[config.mk]
export PLATFORM = sky130hd
export DESIGN_NAME = cnt_cap_pwm
export DESIGN_NICKNAME = d
export VERILOG_FILES = /design/src/rtl/ccp_pkg.sv /design/src/rtl/ccp_edge_qual.sv /design/src/rtl/ccp_pair.sv /design/src/rtl/cnt_cap_pwm.sv
export SDC_FILE = /design/constraint.sdc
export NUM_CORES = 1
export LEC_CHECK = 0
export ABC_AREA = 1
export BUFFER_PORTS_ARGS = -buffer_cell sky130_fd_sc_hd__buf_4
export CAP_MARGIN = 20
export CORE_MARGIN = 4
export CORE_UTILIZATION = 35
export CTS_CLUSTER_DIAMETER = 150
export DETAILED_ROUTE_END_ITERATION = 10
export PLACE_DENSITY = 0.6
export RECOVER_POWER = 100
export SETUP_SLACK_MARGIN = 0.05
export SLEW_MARGIN = 25
export SYNTH_ARGS = -nofsm -noshare
export SYNTH_HDL_FRONTEND = slang
export SYNTH_SLANG_ARGS = --single-unit
export TNS_END_PERCENT = 100
[constraint.sdc]
create_clock -name clk -period 4.15 [get_ports clk]
set_clock_uncertainty 0.05 [all_clocks]
set_input_delay 0.83 -clock clk [delete_from_list [all_inputs] [get_ports clk]]
set_output_delay 0.83 -clock clk [all_outputs]
set_load 0.02 [all_outputs]
[src/rtl/ccp_pkg.sv]
// Package shared by the counter/capture/PWM unit: widths, mode bit
// positions and the per-step counting function.
package ccp_pkg;
    localparam int LANE_W = 8;
    localparam int PAIR_W = 2 * LANE_W;
    localparam int MODE_PWM_BIT = 0;
    localparam int MODE_CAP_BIT = 1;

    typedef struct packed {
        logic              hit;
        logic              wrap;
        logic [PAIR_W-1:0] nxt;
    } step_t;

    // Largest value of a joined pair in PWM mode, from the resolution code.
    function automatic logic [PAIR_W-1:0] pwm_top(input logic [1:0] res);
        int bits;
        case (res)
            2'b00:   bits = LANE_W;
            2'b01:   bits = 10;
            2'b10:   bits = 12;
            default: bits = PAIR_W;
        endcase
        return PAIR_W'((32'd1 << bits) - 32'd1);
    endfunction

    // Next count for one step, plus the compare-hit and PWM-wrap flags.
    function automatic step_t step_fn(input logic [PAIR_W-1:0] val,
                                      input logic [PAIR_W-1:0] tgt,
                                      input logic [PAIR_W-1:0] top,
                                      input logic up,
                                      input logic pwm,
                                      input logic en);
        step_t r;
        r.hit  = 1'b0;
        r.wrap = 1'b0;
        r.nxt  = val;
        if (!en) begin
            r.nxt = up ? '0 : (pwm ? top : tgt);
        end else if (pwm) begin
            if (up) begin
                if (val >= top) begin r.nxt = '0; r.wrap = 1'b1; end
                else r.nxt = val + 1'b1;
            end else begin
                if (val == '0) begin r.nxt = top; r.wrap = 1'b1; end
                else r.nxt = val - 1'b1;
            end
        end else if (up) begin
            if (val == tgt) begin r.nxt = '0; r.hit = 1'b1; end
            else if (val >= top) r.nxt = '0;
            else r.nxt = val + 1'b1;
        end else begin
            if (val == '0) begin r.nxt = tgt; r.hit = 1'b1; end
            else r.nxt = val - 1'b1;
        end
        return r;
    endfunction
endpackage

[src/rtl/ccp_edge_qual.sv]
// Capture-signal qualifier for one counter pair.
// Synchronizes the asynchronous capture input with two flops. It then accepts
// a new level only once two consecutive strobes have sampled it the same, and
// emits one-cycle rise/fall pulses.
// Assumes tick_i is a single-cycle clock-enable strobe.
module ccp_edge_qual (
    input  logic clk,
    input  logic rst_n,
    input  logic tick_i,
    input  logic sig_i,
    output logic rise_o,
    output logic fall_o
);
    logic s1_q, s2_q, smp_q, flt_q, flt_d_q;

    // Synchronize, sample on the strobe and update the filtered level.
    always_ff @(posedge clk) begin
        if (!rst_n) begin
            s1_q    <= 1'b0;
            s2_q    <= 1'b0;
            smp_q   <= 1'b0;
            flt_q   <= 1'b0;
            flt_d_q <= 1'b0;
        end else begin
            s1_q    <= sig_i;
            s2_q    <= s1_q;
            flt_d_q <= flt_q;
            if (tick_i) begin
                smp_q <= s2_q;
                if (smp_q == s2_q) flt_q <= s2_q;
            end
        end
    end

    assign rise_o = flt_q & ~flt_d_q;
    assign fall_o = ~flt_q & flt_d_q;


    glitch_reject_chk: assert property (@(posedge clk) disable iff (!rst_n)
        $rose(flt_q) |-> $past(smp_q) && $past(s2_q));
endmodule

[src/rtl/ccp_pair.sv]
// One counter pair: two 8-bit counters that can be joined into a 16-bit one.
// Provides compare counting, PWM with duty taken up at wrap, and capture of
// the live count into shadows that hold until read.
// Assumes the qualified capture pulses come from ccp_edge_qual, clocked by the
// lower counter's strobe.
module ccp_pair
    import ccp_pkg::*;
(
    input  logic              clk,
    input  logic              rst_n,
    input  logic [1:0]        tick_i,
    input  logic [1:0]        en_i,
    input  logic [1:0]        up_i,
    input  logic [3:0]        mode_i,
    input  logic              casc_i,
    input  logic [1:0]        res_i,
    input  logic [PAIR_W-1:0] tgt_i,
    input  logic              cap_rise_i,
    input  logic              cap_fall_i,
    input  logic [1:0]        cap_edge_i,
    input  logic [1:0]        rd_i,
    output logic [PAIR_W-1:0] cnt_o,
    output logic [PAIR_W-1:0] cap_val_o,
    output logic [1:0]        irq_o,
    output logic [1:0]        pwm_o,
    output logic [1:0]        cap_vld_o
);
    localparam logic [PAIR_W-1:0] LANE_TOP = PAIR_W'({LANE_W{1'b1}});
    localparam logic [LANE_W-1:0] LANE_Z   = '0;

    logic [LANE_W-1:0] lo_q, hi_q, sh_lo_q, sh_hi_q, duty_h_q;
    logic [PAIR_W-1:0] duty_c_q;
    logic              vld_lo_q, vld_hi_q, irq_lo_q, irq_hi_q;

    logic              c_en, c_tick, c_pwm, c_cap, c_adv;
    logic              h_pwm, h_cap, h_adv, cap_ev;
    logic [PAIR_W-1:0] c_val, c_tgt, c_top, h_val, h_tgt;
    step_t             c_st, h_st;

    // Lower (or joined) path: effective enable, value, target and wrap limit.
    always_comb begin
        c_tick = tick_i[0];
        c_en   = casc_i ? en_i[1] : en_i[0];
        c_pwm  = mode_i[MODE_PWM_BIT];
        c_cap  = mode_i[MODE_CAP_BIT];
        c_val  = casc_i ? {hi_q, lo_q} : {LANE_Z, lo_q};
        c_tgt  = casc_i ? tgt_i : {LANE_Z, tgt_i[LANE_W-1:0]};
        c_top  = (casc_i && c_pwm) ? pwm_top(res_i) :
                 (casc_i ? '1 : LANE_TOP);
        c_st   = step_fn(c_val, c_tgt, c_top, up_i[0], c_pwm, c_en);
        c_adv  = !c_en || c_tick;
    end

    // Upper path when the pair runs as two separate counters.
    always_comb begin
        h_pwm = mode_i[LANE_W/4 + MODE_PWM_BIT];
        h_cap = mode_i[LANE_W/4 + MODE_CAP_BIT];
        h_val = {LANE_Z, hi_q};
        h_tgt = {LANE_Z, tgt_i[PAIR_W-1:LANE_W]};
        h_st  = step_fn(h_val, h_tgt, LANE_TOP, up_i[1], h_pwm, en_i[1]);
        h_adv = !en_i[1] || tick_i[1];
    end

    // Count registers: one 16-bit update when joined, two lanes otherwise.
    always_ff @(posedge clk) begin
        if (!rst_n) begin
            lo_q <= '0;
            hi_q <= '0;
        end else if (casc_i) begin
            if (c_adv) {hi_q, lo_q} <= c_st.nxt;
        end else begin
            if (c_adv) lo_q <= c_st.nxt[LANE_W-1:0];
            if (h_adv) hi_q <= h_st.nxt[LANE_W-1:0];
        end
    end

    // Compare pulses; a joined pair reports on the upper counter only.
    always_ff @(posedge clk) begin
        if (!rst_n) begin
            irq_lo_q <= 1'b0;
            irq_hi_q <= 1'b0;
        end else begin
            irq_lo_q <= !casc_i && c_en && c_tick && c_st.hit;
            irq_hi_q <= casc_i ? (c_en && c_tick && c_st.hit)
                               : (en_i[1] && tick_i[1] && h_st.hit);
        end
    end

    // Duty registers, loaded while disabled and at each PWM wrap.
    always_ff @(posedge clk) begin
        if (!rst_n) begin
            duty_c_q <= '0;
            duty_h_q <= '0;
        end else begin
            if (!c_en || (c_tick && c_st.wrap)) duty_c_q <= c_tgt;
            if (!en_i[1] || (tick_i[1] && h_st.wrap))
                duty_h_q <= tgt_i[PAIR_W-1:LANE_W];
        end
    end

    assign cap_ev = (cap_rise_i & cap_edge_i[0]) | (cap_fall_i & cap_edge_i[1]);

    // Shadow registers: capture when empty, empty on the read strobe.
    always_ff @(posedge clk) begin
        if (!rst_n) begin
            sh_lo_q  <= '0;
            sh_hi_q  <= '0;
            vld_lo_q <= 1'b0;
            vld_hi_q <= 1'b0;
        end else if (casc_i) begin
            if (rd_i[0]) begin
                vld_lo_q <= 1'b0;
                vld_hi_q <= 1'b0;
            end else if (cap_ev && c_cap && !vld_lo_q) begin
                {sh_hi_q, sh_lo_q} <= c_val;
                vld_lo_q <= 1'b1;
                vld_hi_q <= 1'b1;
            end
        end else begin
            if (rd_i[0]) vld_lo_q <= 1'b0;
            else if (cap_ev && c_cap && !vld_lo_q) begin
                sh_lo_q  <= lo_q;
                vld_lo_q <= 1'b1;
            end
            if (rd_i[1]) vld_hi_q <= 1'b0;
            else if (cap_ev && h_cap && !vld_hi_q) begin
                sh_hi_q  <= hi_q;
                vld_hi_q <= 1'b1;
            end
        end
    end

    assign cnt_o     = {hi_q, lo_q};
    assign cap_val_o = {sh_hi_q, sh_lo_q};
    assign irq_o     = {irq_hi_q, irq_lo_q};
    assign cap_vld_o = {vld_hi_q, vld_lo_q};
    assign pwm_o[0]  = c_pwm && (c_val < duty_c_q);
    assign pwm_o[1]  = !casc_i && h_pwm && (hi_q < duty_h_q);


    up_hit_chk: assert property (@(posedge clk) disable iff (!rst_n)
        (c_en && c_tick && up_i[0] && !c_pwm && !casc_i && lo_q == tgt_i[LANE_W-1:0])
        |=> (lo_q == '0) && irq_lo_q);

    pwm_silent_chk: assert property (@(posedge clk) disable iff (!rst_n)
        (c_pwm && c_tick) |=> !irq_lo_q);

    pwm_pair_silent_chk: assert property (@(posedge clk) disable iff (!rst_n)
        (casc_i && c_pwm) |=> !irq_hi_q);

    shadow_hold_chk: assert property (@(posedge clk) disable iff (!rst_n)
        (vld_lo_q && !rd_i[0]) |=> $stable(sh_lo_q) && vld_lo_q);

    no_tick_hold_chk: assert property (@(posedge clk) disable iff (!rst_n)
        (c_en && !c_tick) |=> $stable(lo_q));
endmodule

[src/rtl/cnt_cap_pwm.sv]
// Top of the counter/capture/PWM unit: NUM_PAIRS counter pairs. All pairs
// share one capture input and one edge select; each pair qualifies the input
// with its own lower counter's strobe.
// Assumes the configuration is static register state and that the strobes
// are single-cycle enables from an outside prescaler.
module cnt_cap_pwm
    import ccp_pkg::*;
#(
    parameter int NUM_PAIRS = 2
) (
    input  logic                          clk,
    input  logic                          rst_n,
    input  logic [2*NUM_PAIRS-1:0]        tick_i,
    input  logic [2*NUM_PAIRS-1:0]        en_i,
    input  logic [2*NUM_PAIRS-1:0]        up_i,
    input  logic [4*NUM_PAIRS-1:0]        mode_i,
    input  logic [NUM_PAIRS-1:0]          casc_i,
    input  logic [2*NUM_PAIRS-1:0]        pwm_res_i,
    input  logic [PAIR_W*NUM_PAIRS-1:0]   target_i,
    input  logic                          cap_i,
    input  logic [1:0]                    cap_edge_i,
    input  logic [2*NUM_PAIRS-1:0]        rd_i,
    output logic [PAIR_W*NUM_PAIRS-1:0]   cnt_o,
    output logic [2*NUM_PAIRS-1:0]        irq_o,
    output logic [2*NUM_PAIRS-1:0]        evt_o,
    output logic [2*NUM_PAIRS-1:0]        pwm_o,
    output logic [PAIR_W*NUM_PAIRS-1:0]   cap_val_o,
    output logic [2*NUM_PAIRS-1:0]        cap_vld_o
);
    for (genvar p = 0; p < NUM_PAIRS; p++) begin : g_pair
        logic rise, fall;

        ccp_edge_qual u_qual (
            .clk    (clk),
            .rst_n  (rst_n),
            .tick_i (tick_i[2*p]),
            .sig_i  (cap_i),
            .rise_o (rise),
            .fall_o (fall)
        );

        ccp_pair u_pair (
            .clk        (clk),
            .rst_n      (rst_n),
            .tick_i     (tick_i[2*p +: 2]),
            .en_i       (en_i[2*p +: 2]),
            .up_i       (up_i[2*p +: 2]),
            .mode_i     (mode_i[4*p +: 4]),
            .casc_i     (casc_i[p]),
            .res_i      (pwm_res_i[2*p +: 2]),
            .tgt_i      (target_i[PAIR_W*p +: PAIR_W]),
            .cap_rise_i (rise),
            .cap_fall_i (fall),
            .cap_edge_i (cap_edge_i),
            .rd_i       (rd_i[2*p +: 2]),
            .cnt_o      (cnt_o[PAIR_W*p +: PAIR_W]),
            .cap_val_o  (cap_val_o[PAIR_W*p +: PAIR_W]),
            .irq_o      (irq_o[2*p +: 2]),
            .pwm_o      (pwm_o[2*p +: 2]),
            .cap_vld_o  (cap_vld_o[2*p +: 2])
        );
    end

    assign evt_o = irq_o;
endmodule

# After elaboration in Yosys (flattened, before gate mapping)
# Cells that the tools add are included.
# Widths: inputs -> output; s select.
# word_totals
regBits,128
latchBits,0
mem_bits_rw,0
romBits,0
input_bits,67
output_inout_bits,80
wordCells,279
n_memories,0
# classes
n_addsub,10
mul,0
div_mod_pow,0
order_cmp,8
n_eq_ne,20
shift,2
mux,118
n_bitwise,17
reduce_logical,76
# op_table
op,n
$mux 16,28
$mux 8,40
$mux 17,4
$sub 16x1->16 const B,4
$mux 1,38
$logic_and 1x1->1,34
$add 16x1->16 const B,2
$eq 16x16->1,2
$ge 16x16->1,2
$logic_not 16->1,2
$lt 16x16->1,2
$shl 1x5->16 const A,2
$pmux 5 s3,2
$add 8x1->9 const B,2
$mux 9,2
$sub 8x1->9 const B,2
$eq 8x8->1,2
$ge 8x8->1 const B,2
$logic_not 8->1,2
$lt 8x8->1,2
$reduce_and 2->1,8
$logic_not 1->1,10
$and 1x1->1,8
$logic_or 1x1->1,8
other kinds (14),41

# Logic depth before layout (Yosys ltp)
# logic_depth
word_depth,13
depth_mapped,23
ltp_nobuf,21

# Hierarchy
# A second synthesis with hierarchy kept.
# hier_totals
cells_unflattened,1915
hier_area_um2,11964.0
# by_module_without_submodules
module,instances,cells_each,area_per_inst_um2,seq_area_each_um2
ccp_pair (g_pair[1].u_pair),1,949,5876.9,1201.2
ccp_pair (g_pair[0].u_pair),1,908,5681.7,1201.2
ccp_edge_qual,2,27,187.7,100.1
cnt_cap_pwm,1,4,30.0,0.0

# Least setup slack after synthesis
# Ideal clock, no wire load.
# synth_path
kind,in2reg
start,input casc_i[0]
end,register g_pair[0].u_pair.duty_c_q[1]
setup_time_ns,0.116
arrival_time_ns,3.197
required_time_ns,3.984
path_slack_ns,0.787
path_stages,23
n_path_buf,5
path_cell_list,buf_6 > buf_12 > buf_8 > buf_6 > nand2_1 > nor2_2 > nand2_1 > o21ai_0 > inv_1 > ha_1 > nand2_1 > inv_1 > nand2_1 > nand2_1 > a21oi_1 > nand2_4 > inv_2 > nand2_1 > nand4_1 > nand2_2 > buf_6 > o21ai_0 > nor2_1
# synth_between
elab_chain_cells,9
word_cells_on_any_way,15
# synth_lines
item,line_no,text
start: declaration,cnt_cap_pwm.sv:17,"input logic [NUM_PAIRS-1:0] casc_i,"
$mux 16 / $logic_and 1x1->1 (equally long branches),"ccp_pair.sv:49, ccp_pair.sv:48",
$mux 16,ccp_pair.sv:48,c_top = (casc_i && c_pwm) ? pwm_top(res_i) :
$ge 16x16->1,ccp_pkg.sv:42,if (val >= top) begin r.nxt = '0; r.wrap = 1'b1; end
$mux 1,ccp_pkg.sv:42,
$mux 17,ccp_pkg.sv:41,if (up) begin
$mux 1,ccp_pkg.sv:40,end else if (pwm) begin
$mux 2,ccp_pkg.sv:38,if (!en) begin
$logic_and 1x1->1,ccp_pair.sv:95,if (!c_en || (c_tick && c_st.wrap)) duty_c_q <= c_tgt;
$logic_or 1x1->1 *,ccp_pair.sv:95,
end signal: assignment,ccp_pair.sv:95,
end: declaration,ccp_pair.sv:32,logic [PAIR_W-1:0] duty_c_q;
# Every way passes the cells marked *; elsewhere a longest branch is shown, timed or not.
# A chain may end at the register's enable or synchronous reset.

# Worst setup path after layout
# layout_path
start,input casc_i[0]
end,output pwm_o[0]
# layout_between
elab_chain_cells,3
# layout_lines
item,line_no,text
$mux 16,ccp_pair.sv:46,"c_val = casc_i ? {hi_q, lo_q} : {LANE_Z, lo_q};"
$lt 16x16->1,ccp_pair.sv:137,assign pwm_o[0] = c_pwm && (c_val < duty_c_q);
$logic_and 1x1->1,ccp_pair.sv:137,
end: declaration,cnt_cap_pwm.sv:26,"output logic [2*NUM_PAIRS-1:0] pwm_o,"
# No other way between the ends.

==> metrics.md <==
| Metric | Value |
|---|---|
| Slew Viols, Final | `a little over 50` |
| Area growth from synthesis to layout | `14.1%` |
| CTS tree | `yes` |
| Ports placed on the boundary | `147` |
| Detailed Route WL | `about 44 mm` |
| Worst hold-check path type | `flip-flop to flip-flop` |
| Violated checks | `max-capacitance violations, max-slew violations` |
| Number of diodes | `0` |
| Multi-input gate area | `7370 sq um` |
| Combined global-route utilization of all metal layers | `about a quarter` |
| Core region area | `31800 sq um` |
| Slew of the pin with the lowest slew margin | `2.17 ns` |
| Main combinational cell family by area after synthesis | `simple AND/OR/NAND/NOR gates` |
| Post-synthesis average cell area | `6.29 sq um` |
| Most common library cell in the layout ignoring fill and taps | `nand2_1` |
| Fill cell total of the finished layout | `3513` |
| Count of different cell masters after synthesis | `51` |
| Total Die Area | `~35000 sq um` |
| Vias after detailed routing | `12500` |
| Worst rel slew slack | `-44.4%` |
| Sequential standard cell area | `2560 sq um` |
| Hold buffer count at cts | `0` |
| Biggest fanout along the worst timing path | `23` |
| Setup repair after global routing missed its margin | `false` |
| Width of the die | `188 microns` |
| Row count | `65` |
| Clock transition time at the flip-flop clock pins of the worst setup and hold paths | `around 0.07 ns` |
| Setup TNS | `0 ns` |
| Deepest level of the CTS H-tree | `4` |
| Vias/cell | `between 5 and 6` |
| Routed wire length per instance | `~19 microns` |
| Max Freq | `262 MHz` |
| Post-cts gate resize count | `0` |
| Post-synthesis adder-cell area fraction | `8.60%` |
| Leakage power | `roughly 0.0060 uW` |
| Detail Placement HPWL | `around 33 mm` |
| Minimum clock period after layout | `3.82 ns` |
| Number of buffers inserted by port buffering | `146` |
| Worst hold slack | `0.383 ns` |
| Final core utilization | `40.7%` |
| Share of cells above drive strength 1 | `9.55%` |
| Compound-gate portion of the synthesized area | `21.6%` |
| Residual DRC | `0` |
| Number of antenna violations at the first check in global routing | `0` |
| Post-synthesis sequential element count | `~130` |
| Routability cong. | `0.950` |
| Most frequent cells in the layout | `nand2_1, inv_1, o21ai_0, a21oi_1, nor2_1` |
| Number of global-route vias before repair | `11700` |
| Count of endpoints failing setup in the final report | `0` |
| Async set or reset register ratio after synthesis | `0%` |
| Clock latency on the worst-skew pair | `0.43 ns` |
| Max VDD drop | `~0.28 mV` |
| Endpoint class of the critical path | `output port` |
| Clk buf depth | `2` |
| Cells after Synth | `1804` |
| Critical Path Source Type | `input pin` |
| Required time of the critical path | `3.27 ns` |
| Cts bufs inserted | `17` |
| Nets@finish | `2059` |
| Pre-antenna DRT Iters | `7` |
| Congestion Overflow GR | `0` |
| Number of synthesis warnings | `0` |
| CTS Root Cell | `clkbuf_16` |
| DP Worst Slack | `approximately 0.35 ns` |
| Sequential area share after synthesis | `a little under a quarter` |
| Post-CTS setup buffer count | `0` |
| Final worst-path setup slack | `roughly 0.33 ns` |
| Final Hold Viols | `0` |
| Post-route non-filler standard cell count | `2362` |
| Number of DRC violations after detailed-routing iteration 0 | `998` |
| Vert. Die Dim | `188 microns` |
| Period Utilization, post-route | `92.0%` |
| Arrival time of the worst setup path | `2.94 ns` |
| Pwr/cell area | `336 nW/um^2` |
| Combined area of all synthesized cells | `11300 sq um` |
| Wire length of the first global-routing pass | `68.2 mm` |
| Number of placed instances, taps included | `between 2000 and 2500` |
| Maximum number of pins on one net before global-route repair | `53` |
| Initial Util | `35.7%` |
| Number of clock sinks seen by CTS | `128` |
| Post-synthesis simple-gate area fraction | `~28%` |
| Result of the run | `finished with violations` |
| Post-synth EDFFs | `0` |
| Share of the synthesized netlist area taken by xor and xnor gates | `6.25%` |
| Main flop type after synthesis | `dfxtp_1` |
| Setup CP Type | `input pin to output port` |
| DRT antenna net count | `0` |
| Share of synthesized area spent on multiplexers | `0%` |
| Maxcap violations | `1` |
registers in the layout (all words and copies together), names as in the netlist:
register and count:
g_pair.u_pair.duty_c_q 32, g_pair.u_pair.duty_h_q 16, g_pair.u_pair.hi_q 16, g_pair.u_pair.lo_q 16
g_pair.u_pair.sh_hi_q 16, g_pair.u_pair.sh_lo_q 16, g_pair.u_pair.irq_hi_q 2, g_pair.u_pair.irq_lo_q 2
g_pair.u_pair.vld_hi_q 2, g_pair.u_pair.vld_lo_q 2, g_pair.u_qual.flt_d_q 2, g_pair.u_qual.flt_q 2
g_pair.u_qual.smp_q 2, g_pair.u_qual.s1_q 1, g_pair.u_qual.s2_q 1
worst paths after layout:
path / start / endpoint / slack [ns] / cells after the start
hold / removal: g_pair[1].u_qual.s1_q$_SDFF_PN0_ / g_pair[1].u_qual.s2_q$_SDFF_PN0_ / 0.38 / 2
hold reg to reg: g_pair[1].u_qual.s1_q$_SDFF_PN0_ / g_pair[1].u_qual.s2_q$_SDFF_PN0_ / 0.38 / 2
setup / recovery: casc_i[0] / pwm_o[0] / 0.33 / 10
setup reg to reg: g_pair[0].u_pair.hi_q[1]$_SDFFE_PN0P_ / g_pair[0].u_pair.duty_c_q[15]$_SDFFE_PN0P_ / 0.82 / 17
critical path, stage by stage:
cell       delay, ns
clkbuf_2        0.43
nand2_1         0.37
inv_2           0.28
ha_1            0.27
nand2_1         0.09
nor2_1          0.04
nand2_1         0.06
o2111ai_1       0.09
a211oi_1        0.25
buf_4           0.20
area by class of cell:
type | instances | share of cell area (%)
Multi-Input combinational cell | 1359 | 56.9
Sequential cell | 128 | 19.8
Timing Repair Buffer | 177 | 7.94
Inverter | 231 | 6.70
Tap cell | 435 | 4.20
Clock buffer | 18 | 3.32
Clock inverter | 14 | 1.12
per-layer routing:
metal / up-vias / part of all wire (%) / GRT usage (%)
li1: 6175 / - / -
met1: 5758 / 47 / 34.3
met2: 497 / 44 / 37.6
met3: 77 / 7.6 / 3.89
met4: 0 / 2.1 / 6.92
met5: - / 0 / 0
through the flow:
step	power [uW]	area, sq um
6_report	4350	12900
5_1_grt	4600	12900
4_1_cts	4390	13300
3_5_place_dp	2830	12700
3_3_place_gp	2820	12700
2_1_floorplan	2370	11400
power breakdown:
group | switching (uW) | internal, uW
combinational | 946 | 462
clock | 708 | 848
sequential | 87.9 | 1300
cell usage after synthesis (4+ instances only):
cell / instances / area share, %
nand4_1: 39 / 2.1
a21oi_1: 181 / 8.0
dfxtp_1: 128 / 23
xor2_1: 57 / 4.4
clkbuf_1: 32 / 1.1
nor4_1: 6 / 0.33
nand3b_1: 4 / 0.26
nor2_1: 155 / 5.1
nor2_2: 14 / 0.77
inv_1: 216 / 7.1
a211oi_1: 5 / 0.33
o211ai_1: 14 / 0.93
nand2_1: 353 / 12
nand3_2: 4 / 0.35
nand3_1: 112 / 4.9
nor2_4: 4 / 0.40
buf_4: 24 / 1.6
o31ai_1: 6 / 0.40
inv_2: 12 / 0.40
o21ai_0: 205 / 9.0
buf_6: 9 / 0.89
nand2_2: 13 / 0.72
o21ai_1: 14 / 0.62
xnor2_1: 24 / 1.9
ha_1: 78 / 8.6
buf_2: 20 / 0.88
a31oi_1: 12 / 0.66
nor3_1: 22 / 0.97
logic make-up after synthesis:
logic type | Yosys count
flip-flops | 128
adder cells (fa/ha/maj) | 78
AND/OR/NAND/NOR | 736
XOR/XNOR | 81
buffers and inverters | 322
AO/OA/AOI/OAI | 458
other | 1
Power figures use the tool's default switching activity.
